**src/rtl/irq_hub_pkg.sv**
```systemverilog
package irq_hub_pkg;

  localparam int NUM_SRC = 8;
  localparam int DATA_W  = 8;

  typedef enum logic {
    SEL_CTRL = 1'b0,
    SEL_STAT = 1'b1
  } reg_sel_e;

  // control byte field positions
  localparam int CTRL_HARD  = 0;
  localparam int CTRL_SMEM  = 1;
  localparam int CTRL_SIFA  = 2;
  localparam int CTRL_SIFB  = 3;
  localparam int CTRL_SPARE = 4;
  localparam int SPARE_W    = 2;
  localparam int CTRL_RSVD  = 6;
  localparam int CTRL_FORCE = 7;

  localparam logic [DATA_W-1:0] CTRL_WMASK = ~(DATA_W'(1) << CTRL_RSVD);

endpackage

```
**src/rtl/irq_rst_sync.sv**
```systemverilog
module irq_rst_sync #(
  parameter int STAGES = 2
) (
  input  logic clk,
  input  logic arst_n,
  output logic rst_n_o
);

  logic [STAGES-1:0] sync_q;
  logic [STAGES-1:0] sync_d;

  always_comb begin
    sync_d = {sync_q[STAGES-2:0], 1'b1};
  end

  always_ff @(posedge clk or negedge arst_n) begin
    if (!arst_n) sync_q <= '0;
    else         sync_q <= sync_d;
  end

  assign rst_n_o = sync_q[STAGES-1];

endmodule

```
**src/rtl/irq_ctrl_reg.sv**
```systemverilog
module irq_ctrl_reg #(
  parameter int              WIDTH = 8,
  parameter logic [WIDTH-1:0] WMASK = '1
) (
  input  logic             clk,
  input  logic             rst_n,
  input  logic             wr_en,
  input  logic [WIDTH-1:0] wdata,
  output logic [WIDTH-1:0] ctrl_q
);

  logic [WIDTH-1:0] ctrl_d;

  always_comb begin
    ctrl_d = ctrl_q;
    if (wr_en) ctrl_d = wdata & WMASK;
  end

  always_ff @(posedge clk or negedge rst_n) begin
    if (!rst_n) ctrl_q <= '0;
    else        ctrl_q <= ctrl_d;
  end

endmodule

```
**src/rtl/irq_status_cell.sv**
```systemverilog
module irq_status_cell (
  input  logic clk,
  input  logic rst_n,
  input  logic src_i,
  input  logic en_i,
  input  logic force_i,
  input  logic clr_i,
  output logic stat_o
);

  logic src_q;
  logic stat_q;
  logic stat_d;
  logic rise;
  logic set;

  always_comb begin
    rise   = src_i & ~src_q;
    set    = en_i & (rise | force_i);
    // a set in the clearing cycle wins so no event is lost
    stat_d = set | (stat_q & ~clr_i);
  end

  always_ff @(posedge clk or negedge rst_n) begin
    if (!rst_n) begin
      src_q  <= 1'b0;
      stat_q <= 1'b0;
    end else begin
      src_q  <= src_i;
      stat_q <= stat_d;
    end
  end

  assign stat_o = stat_q;

endmodule

```
**src/rtl/irq_status_hub.sv**
```systemverilog
module irq_status_hub
  import irq_hub_pkg::*;
#(
  parameter int RST_STAGES = 2
) (
  input  logic                   clk,
  input  logic                   rst_n,
  input  logic                   reg_wr,
  input  logic                   reg_rd,
  input  logic                   reg_sel,
  input  logic [DATA_W-1:0]      reg_wdata,
  output logic [DATA_W-1:0]      reg_rdata,
  input  logic [NUM_SRC-1:0]     src_irq,
  input  logic [NUM_SRC-1:0]     src_en,
  output logic                   irq_o,
  output logic                   link_hard_rst_o,
  output logic                   mem_soft_rst_o,
  output logic                   ifa_soft_rst_o,
  output logic                   ifb_soft_rst_o,
  output logic [SPARE_W-1:0]     spare_o
);

  logic               rst_int_n;
  logic [DATA_W-1:0]  ctrl_q;
  logic [NUM_SRC-1:0] status_q;
  logic               ctrl_wr;
  logic               stat_clr;
  logic               force_on;

  irq_rst_sync #(.STAGES(RST_STAGES)) u_rst_sync (
    .clk     (clk),
    .arst_n  (rst_n),
    .rst_n_o (rst_int_n)
  );

  assign ctrl_wr  = reg_wr & (reg_sel == SEL_CTRL);
  assign stat_clr = reg_rd & (reg_sel == SEL_STAT);

  irq_ctrl_reg #(.WIDTH(DATA_W), .WMASK(CTRL_WMASK)) u_ctrl (
    .clk    (clk),
    .rst_n  (rst_int_n),
    .wr_en  (ctrl_wr),
    .wdata  (reg_wdata),
    .ctrl_q (ctrl_q)
  );

  assign force_on = ctrl_q[CTRL_FORCE];

  for (genvar g = 0; g < NUM_SRC; g++) begin : g_cell
    irq_status_cell u_cell (
      .clk     (clk),
      .rst_n   (rst_int_n),
      .src_i   (src_irq[g]),
      .en_i    (src_en[g]),
      .force_i (force_on),
      .clr_i   (stat_clr),
      .stat_o  (status_q[g])
    );
  end

  always_comb begin
    reg_rdata = '0;
    if (reg_rd) begin
      if (reg_sel == SEL_STAT) reg_rdata = DATA_W'(status_q);
      else                     reg_rdata = ctrl_q;
    end
  end

  assign irq_o           = |status_q;
  assign link_hard_rst_o = ctrl_q[CTRL_HARD];
  assign mem_soft_rst_o  = ctrl_q[CTRL_SMEM];
  assign ifa_soft_rst_o  = ctrl_q[CTRL_SIFA];
  assign ifb_soft_rst_o  = ctrl_q[CTRL_SIFB];
  assign spare_o         = ctrl_q[CTRL_SPARE +: SPARE_W];

endmodule

```
**config.mk**
```make
export PLATFORM = sky130hd
export DESIGN_NAME = irq_status_hub
export DESIGN_NICKNAME = d
export VERILOG_FILES = /design/src/rtl/irq_hub_pkg.sv /design/src/rtl/irq_rst_sync.sv /design/src/rtl/irq_ctrl_reg.sv /design/src/rtl/irq_status_cell.sv /design/src/rtl/irq_status_hub.sv
export SDC_FILE = /design/constraint.sdc
export NUM_CORES = 1
export LEC_CHECK = 0
export BUFFER_PORTS_ARGS = -buffer_cell sky130_fd_sc_hd__clkbuf_2
export CORE_UTILIZATION = 50
export DETAILED_ROUTE_END_ITERATION = 12
export PLACE_DENSITY = 0.88
export SYNTH_ARGS = -nofsm -noshare
export SYNTH_HDL_FRONTEND = slang
export SYNTH_SLANG_ARGS = --single-unit
```
**constraint.sdc**
```tcl
create_clock -name clk -period 1.7 [get_ports clk]
set_input_delay 0.255 -clock clk [delete_from_list [all_inputs] [get_ports clk]]
set_output_delay 0.255 -clock clk [all_outputs]
set_load 0.03 [all_outputs]
```
==> flow_summary.yaml <==
floorplan:
  die_h_um: 48.26
  die_x_um: 48.26
  start_util_pct: 53.98
  rows: 16
  core-area_um2: 1982
  die_area_um2: 2329
  ios: 44
critical_path:
  worst-r2r-cell-count: 2
  critPathBufInv: 1
  path_max_fanout: 3
  cp_cell_sequence: "nor4_1 > nand2_1 > clkbuf_2"
  critical_path_arrival_ns: 1.28
  cpMaxStageDelayCell: "dfrtp_1"
  startpoint_type: "flop"
  cp.required_ns: 1.44
  end_kind: "primary output"
  worstSetupStartpoint: "g_cell[1].u_cell.stat_o"
  crit_family: "flip-flops"
  crit_cells: 3
  worstReg2RegStart: "u_ctrl.ctrl_q[7]"
  cp_slowest_stage_delay_ns: 0.42
  path_class: "reg2out"
sta:
  setup_viol: 0
  layout_worst_path_cycle_share_pct: 90.16
  rsz0062_at_grt: "no"
  skew_ns: 0.009686
  timing.fmax_mhz: 652.5
  slew_viol_final: 0
  finalHoldViolCount: 0
  fin_tns_setup_ns: 0
  fin_crit_ns: 1.533
clock_network:
  cts_buffer_depth: 2
  cts_tree: "built"
  cts_buffers: 3
  htree_levels: 1
  clk_latency_ns: 0.31
  path_clk_slew_ns: 0.13
  postCtsSetupBuffers: 0
  cts.sinks: 25
  clock-root-buffer: "clkbuf_4"
min_path:
  min_from: "src_irq[5]"
  hold_path_class: "in2reg"
  worstHoldPathCells: 1
layout:
  area_growth_pct: 24.21
  fill_cells: 163
  diodes: 0
  utilization_pct: 67.05
  num-nets-final: 163
  layout-drive-gt1-share_pct: 42.11
  fin_cells: 160
global_route:
  grt_pass1_vias: 656
  grt_start_max_net_pins: 19
  track_usage_pct: 16.78
  grt-ovfl-total: 0
  antenna_found_initial: 0
  grt_pass1_wl_mm: 2.580
route:
  avgViaCountPerCell: 4.825
  first_iter_violations: 2
  wl_mm: 1.890
  ant_nets: 0
  drcViolationCount: 0
  vias: 772
  wl_per_cell_um: 11.81
  drt_pass1_iterations: 2
yosys:
  yosys.cell_types.count: 13
  yosys_register_bits: 25
  yosys_warnings: 0
  syn_inst: 88
  synth_fp_nets: 117
  synthesis.area_um2: 1070
  syn_area_per_cell_um2: 12.16
  ys_seq_area_share_pct: 58.48
power_and_ir_drop:
  ir_drop_uv: 682.8
  power_switching_mw: 0.3908
  sw_frac_of_total_pct: 30.77
  pwr-share-comb_pct: 24.2
  seq_power_share_pct: 56.3
  p_int_mw: 0.8791
  power.leakage_nw: 0.6978
  p_clk_share_pct: 19.4
  powerDensity_nw_per_um2: 955.7
placement:
  gp_congestion: 0.6488
  portBuffers: 42
  dp_hpwl_mm: 1.513
  dp.cells: 155
job:
  maxCapViolations: 0
status:
  status: "finished, final reports clean"
-- placed cells by master, fill, tap and decap left out --
cell type,instances
clkbuf_2,42
dfrtp_1,25
nand2_1,18
nor2b_1,15
o21ai_0,8
mux2i_1,7
mux2_4,7
clkbuf_4,3
nor4_1,2
nor2b_4,1
and3_2,1
clkinv_2,1
dlygate4sd3_1,1
buf_4,1
conb_1,1
-- synthesized netlist by cell type (all sizes together) --
master,instances,share of area [%]
nor2b,16,10
o21ai,8,3.7
buf,2,2.5
mux2i,7,6.5
conb,1,0.35
nor4,2,1.2
nand2,18,6.3
and3,1,0.70
mux2,7,9.8
clkbuf,1,0.35
dfrtp,25,58
-- through the flow --
step	total power, mW	hold WS (ns)	cell area [um^2]	setup slack, ns
finish	1.270	0.05169	1329	0.1674
global route	1.334	0.04363	1329	0.07719
CTS	1.289	0.04080	1329	0.1478
detailed placement	1.037	0.04481	1291	0.3864
global placement	1.024	0.04091	1291	0.4295
floorplan	0.9341	-0.04059	1070	0.3737
-- registers in the layout, indices dropped and copies added, names as in the netlist --
signal / cells
g_cell.u_cell.src_q: 8
g_cell.u_cell.stat_o: 8
u_ctrl.ctrl_q: 7
u_rst_sync.sync_q: 2
-- per-layer routing --
metal,wire length [um],GRT usage [%]
met5,0,0
met4,13,10.00
met3,113,2.593
met2,949,28.53
met1,813,19.95
-- worst paths after layout --
check | to | slack [ns]
min in group asynchronous | g_cell[1].u_cell.src_q | 0.09
worst max register to register | g_cell[1].u_cell.stat_o | 0.78
worst min-delay path | g_cell[5].u_cell.src_q | 0.05
max in group asynchronous | u_ctrl.ctrl_q[1] | 1.11
worst min register to register | g_cell[1].u_cell.src_q | 0.09
worst max-delay path | irq_o | 0.17
-- cell families (layout without fill, tap and decap cells) --
| logic type | Yosys count | count (layout) | synth area share [%] |
|---|---|---|---|
| AOI/OAI and AO/OA | 8 | 8 | 3.743 |
| buffers and inverters | 3 | 48 | 2.806 |
| DFF | 25 | 25 | 58.48 |
| muxes | 14 | 14 | 16.37 |
| other | 1 | 1 | 0.3505 |
| and+or+nand+nor | 37 | 37 | 18.24 |
-- power groups by stage --
stage | logic (mW) | clock network (mW) | registers, mW
2_1_floorplan | 0.177 | 0 | 0.757
4_1_cts | 0.312 | 0.261 | 0.716
5_1_grt | 0.338 | 0.272 | 0.725
6_report | 0.308 | 0.247 | 0.715
3_5_place_dp | 0.309 | 0 | 0.728
3_3_place_gp | 0.301 | 0 | 0.724
-- cell type report --
| cell class | count | area (um^2) | area share [%] |
|---|---|---|---|
| multi-input cells | 60 | 414.1 | 31.17 |
| clock inverters | 1 | 5.005 | 0.3766 |
| flip-flops and latches | 25 | 625.6 | 47.08 |
| clock buffers | 3 | 22.52 | 1.695 |
| well taps | 27 | 33.78 | 2.542 |
| repair buffers | 44 | 227.7 | 17.14 |
-- what timing repair did --
| item | CTS | global route |
|---|---|---|
| hold buffers | 1 | 0 |
| resized for setup | 0 | 0 |
| endpoints found under the hold margin | 2 | 0 |
Power figures use the tool's default switching activity.
